[src/rtl/pwmt_pkg.sv]
package pwmt_pkg;

   typedef enum logic [2:0] {
      ADDR_CNT    = 3'd0,
      ADDR_RELOAD = 3'd1,
      ADDR_CTRL   = 3'd2,
      ADDR_PCLR   = 3'd3,
      ADDR_OUT    = 3'd4
   } pwmt_addr_e;

   typedef struct packed {
      logic       irq_en;
      logic [2:0] mode;
      logic       run;
   } pwmt_ctrl_t;

   localparam int         CTRL_W          = 5;
   localparam logic [2:0] MODE_PWM_TOGGLE = 3'b101;

endpackage

[src/rtl/pwmt_counter.sv]
module pwmt_counter
   import pwmt_pkg::*;
#(
   parameter int CNT_W = 16
) (
   input  logic             clk,
   input  logic             rst_n,
   input  logic             tick,
   input  logic             run,
   input  logic             cnt_wr,
   input  logic [CNT_W-1:0] cnt_wdata,
   input  logic [CNT_W-1:0] reload,
   output logic             uf
);

   localparam logic [CNT_W-1:0] ZERO = '0;

   logic [CNT_W-1:0] cnt_q;
   logic             count_en;

   assign count_en = tick & run & ~cnt_wr;
   assign uf       = count_en & (cnt_q == ZERO);

   always_ff @(posedge clk or negedge rst_n) begin
      if (!rst_n)
         cnt_q <= ZERO;
      else if (cnt_wr)
         cnt_q <= cnt_wdata;
      else if (uf)
         cnt_q <= reload;
      else if (count_en)
         cnt_q <= cnt_q - 1'b1;
   end


   reload_load_chk: assert property (@(posedge clk) disable iff (!rst_n)
      uf |=> (cnt_q == $past(reload)));


   decrement_chk: assert property (@(posedge clk) disable iff (!rst_n)
      (tick && run && !cnt_wr && cnt_q != ZERO) |=> (cnt_q == $past(cnt_q) - 1'b1));


   hold_chk: assert property (@(posedge clk) disable iff (!rst_n)
      ((!tick || !run) && !cnt_wr) |=> $stable(cnt_q));


   wr_priority_chk: assert property (@(posedge clk) disable iff (!rst_n)
      cnt_wr |=> (cnt_q == $past(cnt_wdata)));

endmodule

[src/rtl/pwmt_regs.sv]
module pwmt_regs
   import pwmt_pkg::*;
#(
   parameter int CNT_W = 16
) (
   input  logic             clk,
   input  logic             rst_n,
   input  logic             wr_en,
   input  logic [2:0]       wr_addr,
   input  logic [CNT_W-1:0] wr_data,
   input  logic             uf,
   output logic [CNT_W-1:0] reload_q,
   output pwmt_ctrl_t       ctrl_q,
   output logic             pwm_out
);

   logic rel_wr, ctl_wr, out_wr, toggle_now;

   assign rel_wr     = wr_en & (wr_addr == ADDR_RELOAD);
   assign ctl_wr     = wr_en & (wr_addr == ADDR_CTRL);
   assign out_wr     = wr_en & (wr_addr == ADDR_OUT);
   assign toggle_now = uf & (ctrl_q.mode == MODE_PWM_TOGGLE);

   always_ff @(posedge clk or negedge rst_n) begin
      if (!rst_n) begin
         reload_q <= '0;
         ctrl_q   <= '0;
      end else begin
         if (rel_wr) reload_q <= wr_data;
         if (ctl_wr) ctrl_q   <= pwmt_ctrl_t'(wr_data[CTRL_W-1:0]);
      end
   end

   always_ff @(posedge clk or negedge rst_n) begin
      if (!rst_n)
         pwm_out <= 1'b0;
      else if (out_wr)
         pwm_out <= wr_data[0];
      else if (toggle_now)
         pwm_out <= ~pwm_out;
   end


   toggle_chk: assert property (@(posedge clk) disable iff (!rst_n)
      (uf && ctrl_q.mode == MODE_PWM_TOGGLE && !out_wr) |=> (pwm_out != $past(pwm_out)));


   out_hold_chk: assert property (@(posedge clk) disable iff (!rst_n)
      ((!uf || ctrl_q.mode != MODE_PWM_TOGGLE) && !out_wr) |=> $stable(pwm_out));


   reload_stable_chk: assert property (@(posedge clk) disable iff (!rst_n)
      !rel_wr |=> $stable(reload_q));

endmodule

[src/rtl/pwmt_irq.sv]
module pwmt_irq #(
   parameter bit IRQ_REG = 1'b0
) (
   input  logic clk,
   input  logic rst_n,
   input  logic uf,
   input  logic clr,
   input  logic irq_en,
   input  logic gie,
   output logic irq
);

   logic pend_q, req;

   always_ff @(posedge clk or negedge rst_n) begin
      if (!rst_n)
         pend_q <= 1'b0;
      else if (uf)
         pend_q <= 1'b1;
      else if (clr)
         pend_q <= 1'b0;
   end

   assign req = pend_q & irq_en & gie;

   generate
      if (IRQ_REG) begin : g_irq_reg
         logic irq_q;
         always_ff @(posedge clk or negedge rst_n) begin
            if (!rst_n) irq_q <= 1'b0;
            else        irq_q <= req;
         end
         assign irq = irq_q;
      end else begin : g_irq_comb
         assign irq = req;

         irq_mask_chk: assert property (@(posedge clk) disable iff (!rst_n)
            irq |-> (pend_q && irq_en && gie));
      end
   endgenerate


   pend_set_chk: assert property (@(posedge clk) disable iff (!rst_n)
      uf |=> pend_q);


   pend_sticky_chk: assert property (@(posedge clk) disable iff (!rst_n)
      (pend_q && !clr) |=> pend_q);

endmodule

[src/rtl/pwm_reload_timer.sv]
module pwm_reload_timer
   import pwmt_pkg::*;
#(
   parameter int CNT_W   = 16,
   parameter bit IRQ_REG = 1'b0
) (
   input  logic             clk,
   input  logic             rst_n,
   input  logic             tick,
   input  logic             wr_en,
   input  logic [2:0]       wr_addr,
   input  logic [CNT_W-1:0] wr_data,
   input  logic             gie,
   output logic             pwm_out,
   output logic             irq
);

   generate
      if (CNT_W < CTRL_W) begin : g_bad_width
         $error("pwm_reload_timer: CNT_W must hold the control field");
      end
   endgenerate

   logic             uf, cnt_wr, pend_clr;
   logic [CNT_W-1:0] reload_q;
   pwmt_ctrl_t       ctrl_q;

   assign cnt_wr   = wr_en & (wr_addr == ADDR_CNT);
   assign pend_clr = wr_en & (wr_addr == ADDR_PCLR) & wr_data[0];

   pwmt_regs #(.CNT_W(CNT_W)) u_regs (
      .clk      (clk),
      .rst_n    (rst_n),
      .wr_en    (wr_en),
      .wr_addr  (wr_addr),
      .wr_data  (wr_data),
      .uf       (uf),
      .reload_q (reload_q),
      .ctrl_q   (ctrl_q),
      .pwm_out  (pwm_out)
   );

   pwmt_counter #(.CNT_W(CNT_W)) u_cnt (
      .clk       (clk),
      .rst_n     (rst_n),
      .tick      (tick),
      .run       (ctrl_q.run),
      .cnt_wr    (cnt_wr),
      .cnt_wdata (wr_data),
      .reload    (reload_q),
      .uf        (uf)
   );

   pwmt_irq #(.IRQ_REG(IRQ_REG)) u_irq (
      .clk    (clk),
      .rst_n  (rst_n),
      .uf     (uf),
      .clr    (pend_clr),
      .irq_en (ctrl_q.irq_en),
      .gie    (gie),
      .irq    (irq)
   );


   no_uf_stopped_chk: assert property (@(posedge clk) disable iff (!rst_n)
      !ctrl_q.run |-> !uf);

endmodule

[config.mk]
export PLATFORM = sky130hd
export DESIGN_NAME = pwm_reload_timer
export DESIGN_NICKNAME = d
export VERILOG_FILES = /design/src/rtl/pwmt_pkg.sv /design/src/rtl/pwmt_counter.sv /design/src/rtl/pwmt_regs.sv /design/src/rtl/pwmt_irq.sv /design/src/rtl/pwm_reload_timer.sv
export SDC_FILE = /design/constraint.sdc
export NUM_CORES = 1
export LEC_CHECK = 0
export BUFFER_PORTS_ARGS = -buffer_cell sky130_fd_sc_hd__clkbuf_2
export CAP_MARGIN = 0
export CORE_MARGIN = 2
export CORE_UTILIZATION = 45
export CTS_BUF_LIST = sky130_fd_sc_hd__clkbuf_8 sky130_fd_sc_hd__clkbuf_16
export DETAILED_ROUTE_END_ITERATION = 8
export PLACE_DENSITY_LB_ADDON = 0.3
export SYNTH_ARGS = -nofsm -noshare
export SYNTH_HDL_FRONTEND = slang
export SYNTH_SLANG_ARGS = --single-unit
[constraint.sdc]
create_clock -name clk -period 5.2 [get_ports clk]
set_clock_uncertainty 0.1 [all_clocks]
set_input_delay 0.52 -clock clk [delete_from_list [all_inputs] [get_ports clk]]
set_output_delay 0.52 -clock clk [all_outputs]
set_load 0.02 [all_outputs]
# Word-level counts from Yosys, hierarchy flattened
# Index checks and enable logic that the tools add are counted.
# op_classes
addsub	1
mul	0
div_mod_pow	0
order_cmp	0
eq_ne	5
shift	0
mux	7
bitwise	14
reduce_logical	5
# ops
op	count
$mux W16	3
$logic_not A16 Y1	1
$sub A16 B1 Y16 const B	1
$and A1 B1 Y1	12
$eq A3 B2 Y1 const B	2
$eq A3 B3 Y1 const B	2
$mux W1	4
$reduce_bool A2 Y1	2
$eq A3 B1 Y1 const B	1
$logic_not A3 Y1	1
$reduce_bool A3 Y1	1
$not A1 Y1	2
# totals
ff_bits	39
latch_bits	0
ram_bits	0
mem_bits_ro	0
inputBits	24
out_inout_bits	2
word_cells	39
n_memories	0

# Longest topological paths before layout
# depth
word_depth	8
depth_mapped	9
depth_no_buf	7

# By module
# From an unflattened synthesis, not the netlist that was laid out.
# hier_totals
hier_cells	212
hier_area_um2	2278.4
# by_module_without_submodules
module	n_inst	cells_each	area_per_inst_um2	seq_area_each_um2
pwmt_counter	1	152	1285.0	400.4
pwmt_regs	1	52	918.4	550.5
pwmt_irq	1	4	42.5	25.0
pwm_reload_timer	1	4	32.5	0.0

# Worst setup path after synthesis
# OpenSTA, ideal clock, no wires.
# synth_path
path_type	reg-to-reg
startpoint	reg u_cnt.cnt_q[0]
endpoint	reg u_cnt.cnt_q[10]
arrival_ps	2053
required_ps	4999
slack_ps	2947
stages_incl_launch_ff	9
synth_period_minus_slack_ps	2253
cell_sequence	dfrtp_1 > inv_1 > ha_1 > or3b_1 > buf_2 > nand2b_4 > or4_1 > xor2_1 > o311ai_2
# synth_between
elab_chain_len	4
elab_cells_between_ends	7
classes_between	1 x add/sub; 3 x mux; 1 x bitwise; 2 x reduce/logical
# synth_lines
element	line_no	rtl
start, declared	pwmt_counter.sv:18	logic [CNT_W-1:0] cnt_q;
start signal, assigned	pwmt_counter.sv:28	cnt_q <= cnt_wdata;
start signal, assigned	pwmt_counter.sv:30	cnt_q <= reload;
start signal, assigned	pwmt_counter.sv:32	cnt_q <= cnt_q - 1'b1;
$sub A16 B1 Y16 / $logic_not A16 Y1 (equally long branches)	pwmt_counter.sv:32, pwmt_counter.sv:22	
$mux W16 / $and A1 B1 Y1 (equally long branches)	pwmt_counter.sv:31, pwmt_counter.sv:22	
$mux W16	pwmt_counter.sv:29	else if (uf)
$mux W16	pwmt_counter.sv:27	else if (cnt_wr)
# Parallel ways exist; a longest one is shown, timed or not. The select of a mux whose other input is x is not followed.
# A chain may end at the register's enable or synchronous reset.

# Final worst setup path
# Same ends and word-level chain as after synthesis.

==> impl_metrics.ini <==
[clock_tree]
cts_tree = done
cts_setup_buffers = 0
postCtsResizedCells = 0
cts-root-buf = clkbuf_8
cts_buffer_depth = 2
hold_buffers = 0
clk_latency_ns = 0.29
path_clk_slew_ns = 0.07
htree_levels = 2
cts_sinks = 39
cts_buffers = 5

[synthesis]
synth_fp_nets = 225
synth_top_family_by_area = simple AND/OR/NAND/NOR gates
synthFlopType = dfrtp_1
async_reset_ff_share_pct = 100
synth_edf_count = 0
synth_area_per_cell_um2 = 10.5
synth-compound-area-share_pct = 11.4
ys_ff_latch = 39
synth_cells = 200
yosysSeqAreaShare_pct = 46.4
yosys.area_share.simple_pct = 20.0
synthAdderAreaFrac_pct = 0.595
synthDistinctLibCells = 45
syn_area_um2 = 2100
synth_xor_area_share_pct = 4.16
ys_warn_count = 0
synthMuxAreaShare_pct = 15.1

[sta]
fin_crit_sh_pct = 46.2
finalHoldViolations = 0
clock.fmax_ghz = 0.416
finalMaxSlewViolations = 0
setup-tns-final_ns = 0
min_period_ns = 2.40
rsz0062_at_grt = no
maxSlewHeadroom_pct = 33.8
setup_viol = 0
worstMarginPinSlew_ns = 0.993

[layout]
fin_util_pct = 52.7
final_cell_count_no_fill = 278
drive_above_1_share_pct = 29.6
layout_commonest_cell = dfrtp_1
final_area_um2 = 2340
finalNetCount = 250
final_cell_mix = 39 x dfrtp_1, 25 x clkbuf_2, 22 x mux2_2
fillCellCount = 419
antenna_cells = 0
area_delta_synth_final_pct = 11.4

[place]
hpwl_um = 3080
placed_area_um2 = 2260
port_buffers = 25
gp_congestion = 0.810
place_inst = 270

[die]
pin_count = 26
core_area_um2 = 4440
dieArea_um2 = 5240
start_util_pct = 47.4
rows = 24
fp.dieH_um = 72.4
die_w_um = 72.4

[global_routing]
grt_pass1_wl_um = 7680
grt-ovfl-total = 0
grt_max_degree = 40
antenna_found_initial = 0
grt_usage_pct = 18.7
grt_pass1_vias = 1682

[routing]
wl_um = 4540
dr.pass1.iters = 4
post_drt_wl_per_cell_um = 16.3
first_iter_violations = 98
dr_total_vias = 1638
vias_per_cell = 5.89
ant_nets = 0
drcViolationCount = 0

[worst_setup_path]
required_ns = 5.29
critPathLaunchType = flop
reg2reg_depth = 7
arrival_ns = 2.49
criticalPathCategory = flop to flop
cp_max_fo = 5
crit_path_end_kind = flop

[run]
max_cap_violations = 0

[hold_path]
hold_path_class = input pin to asynchronous set/reset pin

[pwr]
irDropWorstVdd_uv = 220
power_mw = 1.03
p_leak_nw = 1.06
p_per_area_nw_per_um2 = 438

[status]
status = finished, final reports clean
==> metrics by stage <==
step / hold slack [ns] / setup slack (ns)
after floorplan: 0.124 / 2.95
after global placement: 0.387 / 2.91
after detailed placement: 0.393 / 2.82
after CTS: 0.319 / 2.78
after global routing: 0.372 / 2.64
final: 0.282 / 2.80
==> cell usage after synthesis, drive strengths merged, types with 5 or more instances <==
master  number  share of area, %
clkbuf       5              0.89
o21ai        9               2.1
mux2i        7               3.3
mux2        22                12
nor4         5               2.2
nor2        18               3.2
nand2       17               3.4
xnor2        6               2.5
a21oi       12               2.9
dfrtp       39                46
and3         5               1.5
nand3        8               1.9
nor3         6               2.1
==> state kept, by name, indices dropped and copies added (netlist names) <==
signal and flops:
u_cnt.cnt_q 16, u_regs.reload_q 16, u_regs.pwm_out 1, u_regs.ctrl_q 5, u_irq.pend_q 1
==> worst max-delay path: stages, from the launching register on <==
cell and delay, ns:
dfrtp_1 0.42, inv_1 0.10, ha_1 0.19, or3b_1 0.46, nand2b_4 0.20, or4_1 0.42, xor2_1 0.16, o311ai_2 0.25
==> power breakdown <==
part	total (mW)	switching [mW]	leakage (nW)	internal, mW
sequential	0.495	0.0999	0.475	0.395
clock	0.195	0.105	0.0505	0.0903
combinational	0.337	0.167	0.537	0.170
total	1.03	0.372	1.06	0.655
==> layer usage <==
layer | global-route usage (%) | up-vias | share of wire [%]
met5 | 0 | - | 0
met4 | 5.14 | 0 | 1.3
met3 | 3.89 | 6 | 4.0
met2 | 32.4 | 38 | 50
met1 | 23.7 | 816 | 45
li1 | - | 778 | -
==> path summary, 6_finish.rpt <==
kind / from / to / slack (ns)
worst max-delay path: u_cnt.cnt_q[0] / u_cnt.cnt_q[10] / 2.80
worst min-delay path: rst_n / u_regs.reload_q[7] / 0.28
worst max register to register: u_cnt.cnt_q[0] / u_cnt.cnt_q[10] / 2.80
worst min register to register: u_regs.ctrl_q[1] / u_regs.ctrl_q[1] / 0.41
max in group asynchronous: rst_n / u_regs.reload_q[1] / 4.10
min in group clk: wr_data[8] / u_cnt.cnt_q[8] / 0.36
==> cell families after synthesis <==
kind of cell               count (synthesis)
AOI/OAI and AO/OA                         37
xor gates and xnor gates                  10
adders and majority gates                  1
buffers and inverters                     11
DFF                                       39
muxes                                     29
and+or+nand+nor                           73
==> final cells by class <==
type | instances | area (µm²) | area share (%)
inverters | 3 | 11.3 | 0.481
flip-flops and latches | 39 | 976 | 41.6
multi-input cells | 150 | 1080 | 46.0
clock inverters | 3 | 12.5 | 0.534
clock buffers | 5 | 68.8 | 2.94
well taps | 52 | 65.1 | 2.78
repair buffers | 26 | 133 | 5.66
Power figures use the tool's default switching activity.
